### config.mk
export PLATFORM = sky130hd
export DESIGN_NAME = aer_chan_readout
export DESIGN_NICKNAME = d
export VERILOG_FILES = /design/src/rtl/aer_rd_pkg.sv /design/src/rtl/aer_kernel_site.sv /design/src/rtl/aer_row_arbiter.sv /design/src/rtl/aer_col_emitter.sv /design/src/rtl/aer_chan_readout.sv
export SDC_FILE = /design/constraint.sdc
export NUM_CORES = 1
export LEC_CHECK = 0
export BUFFER_PORTS_ARGS = -buffer_cell sky130_fd_sc_hd__buf_2
export CAP_MARGIN = 20
export CORE_ASPECT_RATIO = 0.7
export CORE_MARGIN = 2
export CORE_UTILIZATION = 50
export CTS_CLUSTER_DIAMETER = 30
export DETAILED_ROUTE_END_ITERATION = 8
export PLACE_DENSITY = 0.72
export SLEW_MARGIN = 20
export SYNTH_ARGS = -nofsm -noshare
export SYNTH_HDL_FRONTEND = slang
export SYNTH_HIERARCHICAL = 1
export SYNTH_SLANG_ARGS = --single-unit
### constraint.sdc
create_clock -name clk -period 3.8 [get_ports clk]
set_input_delay 0.95 -clock clk [delete_from_list [all_inputs] [get_ports clk]]
set_output_delay 0.95 -clock clk [all_outputs]
set_load 0.01 [all_outputs]
### src/rtl/aer_rd_pkg.sv
package aer_rd_pkg;

  typedef enum logic {
    ARB_IDLE = 1'b0,
    ARB_ACK  = 1'b1
  } arb_state_e;

  typedef enum logic {
    SEQ_IDLE = 1'b0,
    SEQ_SCAN = 1'b1
  } seq_state_e;

endpackage

### src/rtl/aer_kernel_site.sv
module aer_kernel_site #(
  parameter int CHANS = 3,
  parameter int C_W   = 2
) (
  input  logic             clk,
  input  logic             rst_n,
  input  logic             load_en,
  input  logic [CHANS-1:0] act_bits,
  input  logic [C_W-1:0]   ch_sel,
  input  logic             row_ack,
  input  logic             col_ack,
  output logic             row_req,
  output logic             col_req
);

  logic [CHANS-1:0] held_q, held_n;
  logic             sel_bit;

  // Shared request logic: one path serves every channel of this site
  always_comb begin
    sel_bit = 1'b0;
    for (int i = 0; i < CHANS; i++) begin
      if (ch_sel == C_W'(i)) sel_bit = held_q[i];
    end
  end

  assign row_req = sel_bit;
  assign col_req = sel_bit & row_ack;

  always_comb begin
    held_n = held_q;
    if (load_en) begin
      held_n = act_bits;
    end else if (row_ack && col_ack) begin
      for (int i = 0; i < CHANS; i++) begin
        if (ch_sel == C_W'(i)) held_n[i] = 1'b0;
      end
    end
  end

  always_ff @(posedge clk or negedge rst_n) begin
    if (!rst_n) held_q <= '0;
    else        held_q <= held_n;
  end

endmodule

### src/rtl/aer_row_arbiter.sv
module aer_row_arbiter
  import aer_rd_pkg::*;
#(
  parameter int ROWS = 4,
  parameter int Y_W  = 2
) (
  input  logic            clk,
  input  logic            rst_n,
  input  logic [ROWS-1:0] row_req,
  input  logic            allow,
  output logic [ROWS-1:0] row_ack,
  output logic [Y_W-1:0]  grant_y,
  output logic            acked,
  output logic            idle
);

  arb_state_e      st_q, st_n;
  logic [ROWS-1:0] ack_q, ack_n;
  logic [Y_W-1:0]  y_q, y_n;
  logic [ROWS-1:0] low_oh;
  logic [Y_W-1:0]  low_y;

  // Fixed priority: lowest row index wins
  always_comb begin
    low_oh = '0;
    low_y  = '0;
    for (int i = ROWS-1; i >= 0; i--) begin
      if (row_req[i]) begin
        low_oh    = '0;
        low_oh[i] = 1'b1;
        low_y     = Y_W'(i);
      end
    end
  end

  always_comb begin
    st_n  = st_q;
    ack_n = ack_q;
    y_n   = y_q;
    case (st_q)
      ARB_IDLE: begin
        if ((|row_req) && allow) begin
          ack_n = low_oh;
          y_n   = low_y;
          st_n  = ARB_ACK;
        end
      end
      ARB_ACK: begin
        if (!(|(row_req & ack_q))) begin
          ack_n = '0;
          st_n  = ARB_IDLE;
        end
      end
      default: st_n = ARB_IDLE;
    endcase
  end

  always_ff @(posedge clk or negedge rst_n) begin
    if (!rst_n) begin
      st_q  <= ARB_IDLE;
      ack_q <= '0;
      y_q   <= '0;
    end else begin
      st_q  <= st_n;
      ack_q <= ack_n;
      y_q   <= y_n;
    end
  end

  assign row_ack = ack_q;
  assign grant_y = y_q;
  assign acked   = (st_q == ARB_ACK);
  assign idle    = (st_q == ARB_IDLE);

  p_ack_onehot_r7: assert property (@(posedge clk) disable iff (!rst_n)
    $onehot0(row_ack));

  p_ack_release_r7: assert property (@(posedge clk) disable iff (!rst_n)
    ((|row_ack) && !(|(row_ack & row_req))) |=> (row_ack == '0));

  p_grant_lowest_r3: assert property (@(posedge clk) disable iff (!rst_n)
    (idle && (|row_req) && allow) |=> (row_ack == ($past(row_req) & (~$past(row_req) + 1'b1))));

endmodule

### src/rtl/aer_col_emitter.sv
module aer_col_emitter #(
  parameter int COLS = 4,
  parameter int X_W  = 2,
  parameter int Y_W  = 2,
  parameter int C_W  = 2
) (
  input  logic                   clk,
  input  logic                   rst_n,
  input  logic                   acked,
  input  logic [Y_W-1:0]         grant_y,
  input  logic [C_W-1:0]         ch_sel,
  input  logic [COLS-1:0]        col_req,
  output logic [COLS-1:0]        col_ack,
  output logic                   empty,
  output logic                   ev_valid,
  input  logic                   ev_ready,
  output logic [C_W+Y_W+X_W-1:0] ev_data
);

  logic [COLS-1:0] pend_q, pend_n;
  logic [COLS-1:0] cack_q, cack_n;
  logic            taken_q, taken_n;
  logic [Y_W-1:0]  y_q, y_n;
  logic [COLS-1:0] low_oh;
  logic [X_W-1:0]  low_x;
  logic            latch, pop;

  always_comb begin
    low_oh = '0;
    low_x  = '0;
    for (int i = COLS-1; i >= 0; i--) begin
      if (pend_q[i]) begin
        low_oh    = '0;
        low_oh[i] = 1'b1;
        low_x     = X_W'(i);
      end
    end
  end

  assign latch = acked && !taken_q;
  assign pop   = ev_valid && ev_ready;

  always_comb begin
    pend_n  = pend_q;
    cack_n  = cack_q & col_req;
    y_n     = y_q;
    taken_n = acked ? (taken_q | latch) : 1'b0;
    if (pop) pend_n = pend_q & ~low_oh;
    if (latch) begin
      pend_n = col_req;
      cack_n = col_req;
      y_n    = grant_y;
    end
  end

  always_ff @(posedge clk or negedge rst_n) begin
    if (!rst_n) begin
      pend_q  <= '0;
      cack_q  <= '0;
      taken_q <= 1'b0;
      y_q     <= '0;
    end else begin
      pend_q  <= pend_n;
      cack_q  <= cack_n;
      taken_q <= taken_n;
      y_q     <= y_n;
    end
  end

  assign col_ack  = cack_q;
  assign empty    = (pend_q == '0);
  assign ev_valid = !empty;
  assign ev_data  = {ch_sel, y_q, low_x};

  p_stall_hold_r6: assert property (@(posedge clk) disable iff (!rst_n)
    (ev_valid && !ev_ready) |=> (ev_valid && $stable(ev_data)));

  p_x_ascend_r4: assert property (@(posedge clk) disable iff (!rst_n)
    (pop && (|(pend_q & ~low_oh))) |=> (ev_data[X_W-1:0] > $past(ev_data[X_W-1:0])));

endmodule

### src/rtl/aer_chan_readout.sv
module aer_chan_readout
  import aer_rd_pkg::*;
#(
  parameter int ROWS  = 4,
  parameter int COLS  = 4,
  parameter int CHANS = 3,
  localparam int X_W  = (COLS  > 1) ? $clog2(COLS)  : 1,
  localparam int Y_W  = (ROWS  > 1) ? $clog2(ROWS)  : 1,
  localparam int C_W  = (CHANS > 1) ? $clog2(CHANS) : 1,
  localparam int D_W  = C_W + Y_W + X_W,
  localparam int A_W  = CHANS * ROWS * COLS
) (
  input  logic           clk,
  input  logic           rst_n,
  input  logic           act_load,
  input  logic [A_W-1:0] act_in,
  output logic           ev_valid,
  input  logic           ev_ready,
  output logic [D_W-1:0] ev_data,
  output logic           done
);

  seq_state_e      seq_q, seq_n;
  logic [C_W-1:0]  ch_q, ch_n;
  logic            done_q, done_n;
  logic            load_en;
  logic [ROWS-1:0] row_req;
  logic [COLS-1:0] col_req;
  logic [ROWS-1:0] row_ack;
  logic [COLS-1:0] col_ack;
  logic [ROWS-1:0][COLS-1:0] site_rreq, site_creq;
  logic [Y_W-1:0]  grant_y;
  logic            acked, arb_idle, emit_empty, quiet;

  assign load_en = act_load && (seq_q == SEQ_IDLE);

  for (genvar gy = 0; gy < ROWS; gy++) begin : g_row
    for (genvar gx = 0; gx < COLS; gx++) begin : g_col
      logic [CHANS-1:0] bits;
      for (genvar gc = 0; gc < CHANS; gc++) begin : g_ch
        assign bits[gc] = act_in[(gc*ROWS + gy)*COLS + gx];
      end
      aer_kernel_site #(.CHANS(CHANS), .C_W(C_W)) site_i (
        .clk     (clk),
        .rst_n   (rst_n),
        .load_en (load_en),
        .act_bits(bits),
        .ch_sel  (ch_q),
        .row_ack (row_ack[gy]),
        .col_ack (col_ack[gx]),
        .row_req (site_rreq[gy][gx]),
        .col_req (site_creq[gy][gx])
      );
    end
  end

  // Wired-OR of the shared row and column request lines
  always_comb begin
    row_req = '0;
    col_req = '0;
    for (int y = 0; y < ROWS; y++) begin
      for (int x = 0; x < COLS; x++) begin
        row_req[y] = row_req[y] | site_rreq[y][x];
        col_req[x] = col_req[x] | site_creq[y][x];
      end
    end
  end

  aer_row_arbiter #(.ROWS(ROWS), .Y_W(Y_W)) arb_i (
    .clk    (clk),
    .rst_n  (rst_n),
    .row_req(row_req),
    .allow  (emit_empty),
    .row_ack(row_ack),
    .grant_y(grant_y),
    .acked  (acked),
    .idle   (arb_idle)
  );

  aer_col_emitter #(.COLS(COLS), .X_W(X_W), .Y_W(Y_W), .C_W(C_W)) emit_i (
    .clk     (clk),
    .rst_n   (rst_n),
    .acked   (acked),
    .grant_y (grant_y),
    .ch_sel  (ch_q),
    .col_req (col_req),
    .col_ack (col_ack),
    .empty   (emit_empty),
    .ev_valid(ev_valid),
    .ev_ready(ev_ready),
    .ev_data (ev_data)
  );

  assign quiet = !(|row_req) && arb_idle && emit_empty;

  always_comb begin
    seq_n  = seq_q;
    ch_n   = ch_q;
    done_n = 1'b0;
    case (seq_q)
      SEQ_IDLE: begin
        if (act_load) begin
          seq_n = SEQ_SCAN;
          ch_n  = '0;
        end
      end
      SEQ_SCAN: begin
        if (quiet) begin
          if (ch_q == C_W'(CHANS-1)) begin
            seq_n  = SEQ_IDLE;
            done_n = 1'b1;
          end else begin
            ch_n = ch_q + 1'b1;
          end
        end
      end
      default: seq_n = SEQ_IDLE;
    endcase
  end

  always_ff @(posedge clk or negedge rst_n) begin
    if (!rst_n) begin
      seq_q  <= SEQ_IDLE;
      ch_q   <= '0;
      done_q <= 1'b0;
    end else begin
      seq_q  <= seq_n;
      ch_q   <= ch_n;
      done_q <= done_n;
    end
  end

  assign done = done_q;

  p_ch_step_r2: assert property (@(posedge clk) disable iff (!rst_n)
    (ch_q != $past(ch_q)) |-> ((ch_q == $past(ch_q) + 1'b1) || (ch_q == '0)));

  p_done_quiet_r8: assert property (@(posedge clk) disable iff (!rst_n)
    done |-> ((row_req == '0) && !ev_valid));

  p_col_ack_row_r7: assert property (@(posedge clk) disable iff (!rst_n)
    (|col_ack) |-> (|row_ack));

endmodule

==> results.txt <==
Worst Path Max Fanout -> 42
Post-Syn Nets -> 458
FMAX -> 315 MHz
Worst R2R Path Depth -> 8
Ys Warns -> 6
GR Overflow Total -> 0
CTS root buf -> clkbuf_8
Final RePlAce weighted congestion -> 0.899
Seq/Total Area, Yosys -> 45.9%
Async set-or-reset flop fraction in the synthesized netlist -> 100%
ANT nets after route -> 0
Yosys cell types -> 41
Top cell type's share of synthesized area -> 45.9%
Status -> completed
Setup crit start kind -> flip-flop
CP max-delay cell -> dfrtp_2
Synth Register Bits -> 70
I/O Buffers -> 59
Post-layout net count -> 533
Die ar. -> 0.00836 mm2
Final HPWL DP -> 6440 um
Share of cells above drive strength 1 -> 23.1%
Clk sink count -> 70
RSZ-0062 raised after global routing -> no
Worst Tran Pin Value -> 0.732 ns
Max-slew violations -> 0
Post-Syn Instances -> 405
DR WL/cell -> 15.6 um
Synthesized area -> 0.00382 mm2
GRT Total Usage -> 23.5%
Final setup fails -> 0
Synthesis-to-finish area growth -> 16.8%
Leakage -> 1.92 nW
Resized cells post-CTS -> 0
Worst-case clock buffer depth -> 2
CTS clk-pin slew, worst paths -> 0.07 ns
Min-Delay Path Depth -> 1
Num CTS Buffers -> 9
Hold Buf Count CTS -> 0
Arrival time worst endpoint -> 3.45 ns
Top area cells in the synthesized netlist -> dfrtp_1 (46%), o21ai_0 (11%), nand2_1 (6.6%), nand2b_1 (5.4%), mux2i_1 (4.7%)
Fin crit share -> 83.5%
Hold-critical path endpoint -> emit_i/y_q[0]
Period minus WS final -> 3.17 ns
Pwr/cell area -> 800 mW/mm2
Drt pass-1 iters -> 5
Sequence of cells on the critical path -> buf_4 > mux2i_1 > o21ai_2 > nor4_1 > inv_1 > o41ai_4 > or2b_2 > a32o_1
Vias/cell -> 5.56
Vias in the first global route -> 3067
Headroom to the max-slew limit -> 51.2%
Max cap viols -> 0
Drt initial violations -> 230
Synth Area per Inst -> 9.43 um2
CTS tree -> yes
Kind of critical path -> flip-flop to flip-flop
Post-CTS Setup Inserts -> 0
Die height -> 77.1 um
Post-synth top cells -> o21ai_0 (82), dfrtp_1 (70), nand2_1 (67)
R2R Path Start -> ch_q[1]
Count leader, synth -> o21ai_0
H-tree depth -> 3
EDFF count, synth -> 0
Fin Clk Skew -> 0.0138 ns
Synth Flop Type -> dfrtp_1
R2r endpoint -> arb_i/row_ack[1]
CP Capture Type -> flip-flop
Hold Fails Final Rpt -> 0
Clk_lat worst skew -> 0.35 ns
Reg-to-reg setup timing slack -> 0.63 ns
Die X -> 108 um
Maximum vdd ir drop -> 0.000283 V
Initial antenna violation count -> 0
Tot Pwr -> 0.00357 W
Critical Path Max Stage Delay -> 0.84 ns
Setup_tns -> 0 ns
Largest net degree at the start of global routing -> 49
Initial Util -> 51.9%
Min-Delay Path Class -> flip-flop to flip-flop
Yosys top cell by area -> dfrtp_1
DR vias -> 3244
I/O pin cnt -> 60
HP Start -> emit_i/y_q[0]
N_diodes -> 0
FP Rows -> 26
First-pass GRT wire length -> 15300 um
Critical path required time -> 4.08 ns
Total core area -> 0.00735 mm2
Routed wire length -> 9120 um
Remaining DRCs -> 0
-- critical path: cells and delay by family, from the launching register on --
family          cells  cell delay, ns
compound gates      3            0.70
buf+inv             2            0.56
flops               1            0.84
mux                 1            0.27
simple gates        2            0.72
-- how the worst max path moves through the flow --
| stage | from | endpoint | slack (ns) | cells past startpoint |
|---|---|---|---|---|
| after floorplan | ch_q[1] | arb_i/row_ack[1] | 0.33 | 7 |
| after global placement | ch_q[1] | arb_i/row_ack[3] | 0.84 | 8 |
| after detailed placement | ch_q[1] | arb_i/row_ack[1] | 0.68 | 8 |
| after CTS | ch_q[1] | arb_i/row_ack[1] | 0.67 | 8 |
| after global routing | ch_q[1] | arb_i/row_ack[1] | 0.44 | 8 |
| final | ch_q[1] | arb_i/row_ack[1] | 0.63 | 8 |
-- layer usage --
metal	up-vias	part of all wire (%)	track usage [%]
met5	-	0	0
met4	0	1.5	7.69
met3	12	6.5	4.85
met2	95	44	36.0
met1	1530	48	33.4
li1	1607	-	-
-- stage by stage --
step	std cells	setup WS (ns)	instance area, um2	util (%)	hold WS, ns
floorplan	405	0.334	3820	-	0.473
global placement	567	0.839	4280	58.2	0.495
detailed placement	567	0.684	4280	58.2	0.504
CTS	583	0.674	4460	60.6	0.520
global route	583	0.438	4460	60.7	0.538
finish	583	0.627	4460	60.7	0.517
-- cells in the final DEF, fill, tap and decap left out, drive strengths merged --
master	instances
nor2b	4
ha	1
nand2b	33
nor4b	1
or3	1
a211oi	1
and2b	1
a32o	3
bufinv	1
or4	6
nand3b	19
o21a	4
o31ai	21
mux2i	18
a22oi	1
nor3	1
clkbuf	11
inv	11
o22a	1
clkinv	4
nor3b	2
nand2	67
dfrtp	70
and3	1
o21ai	98
buf	68
and2	16
nor4	3
nor2	4
o41ai	1
a21oi	1
a21boi	2
nand4	2
nand3	1
a2bb2oi	1
or2b	2
mux2	3
-- power breakdown --
part	switching (W)	internal (W)
Clock	0.000278	0.000299
Sequential	0.000358	0.00104
Combinational	0.000870	0.000723
Total	0.00151	0.00206
-- kinds of logic after synthesis --
family          after synthesis  synth area share, %
compound gates              134                 22.3
fa+ha+maj                     1                0.328
buf+inv                      15                 1.87
flops                        70                 45.9
mux                          21                 5.90
simple gates                164                 23.8
-- state kept, by name, indices dropped and copies added (netlist names) --
| signal | count |
|---|---|
| emit_i/taken_q | 1 |
| emit_i/y_q | 2 |
| done | 1 |
| arb_i/acked | 1 |
| g_row.g_col.site_i/held_q | 48 |
| ch_q | 2 |
| emit_i/pend_q | 4 |
| seq_q | 1 |
| arb_i/row_ack | 4 |
| emit_i/col_ack | 4 |
| arb_i/grant_y | 2 |
-- final cells by class --
cell class / count / area, um2
multi-input cells: 320 / 1990
inverters: 11 / 41.3
repair buffers: 68 / 365
well taps: 98 / 123
fillers: 670 / 2890
clock buffers: 11 / 131
flip-flops and latches: 70 / 1750
clock inverters: 5 / 50.0
(Power assumes the default switching activity.)
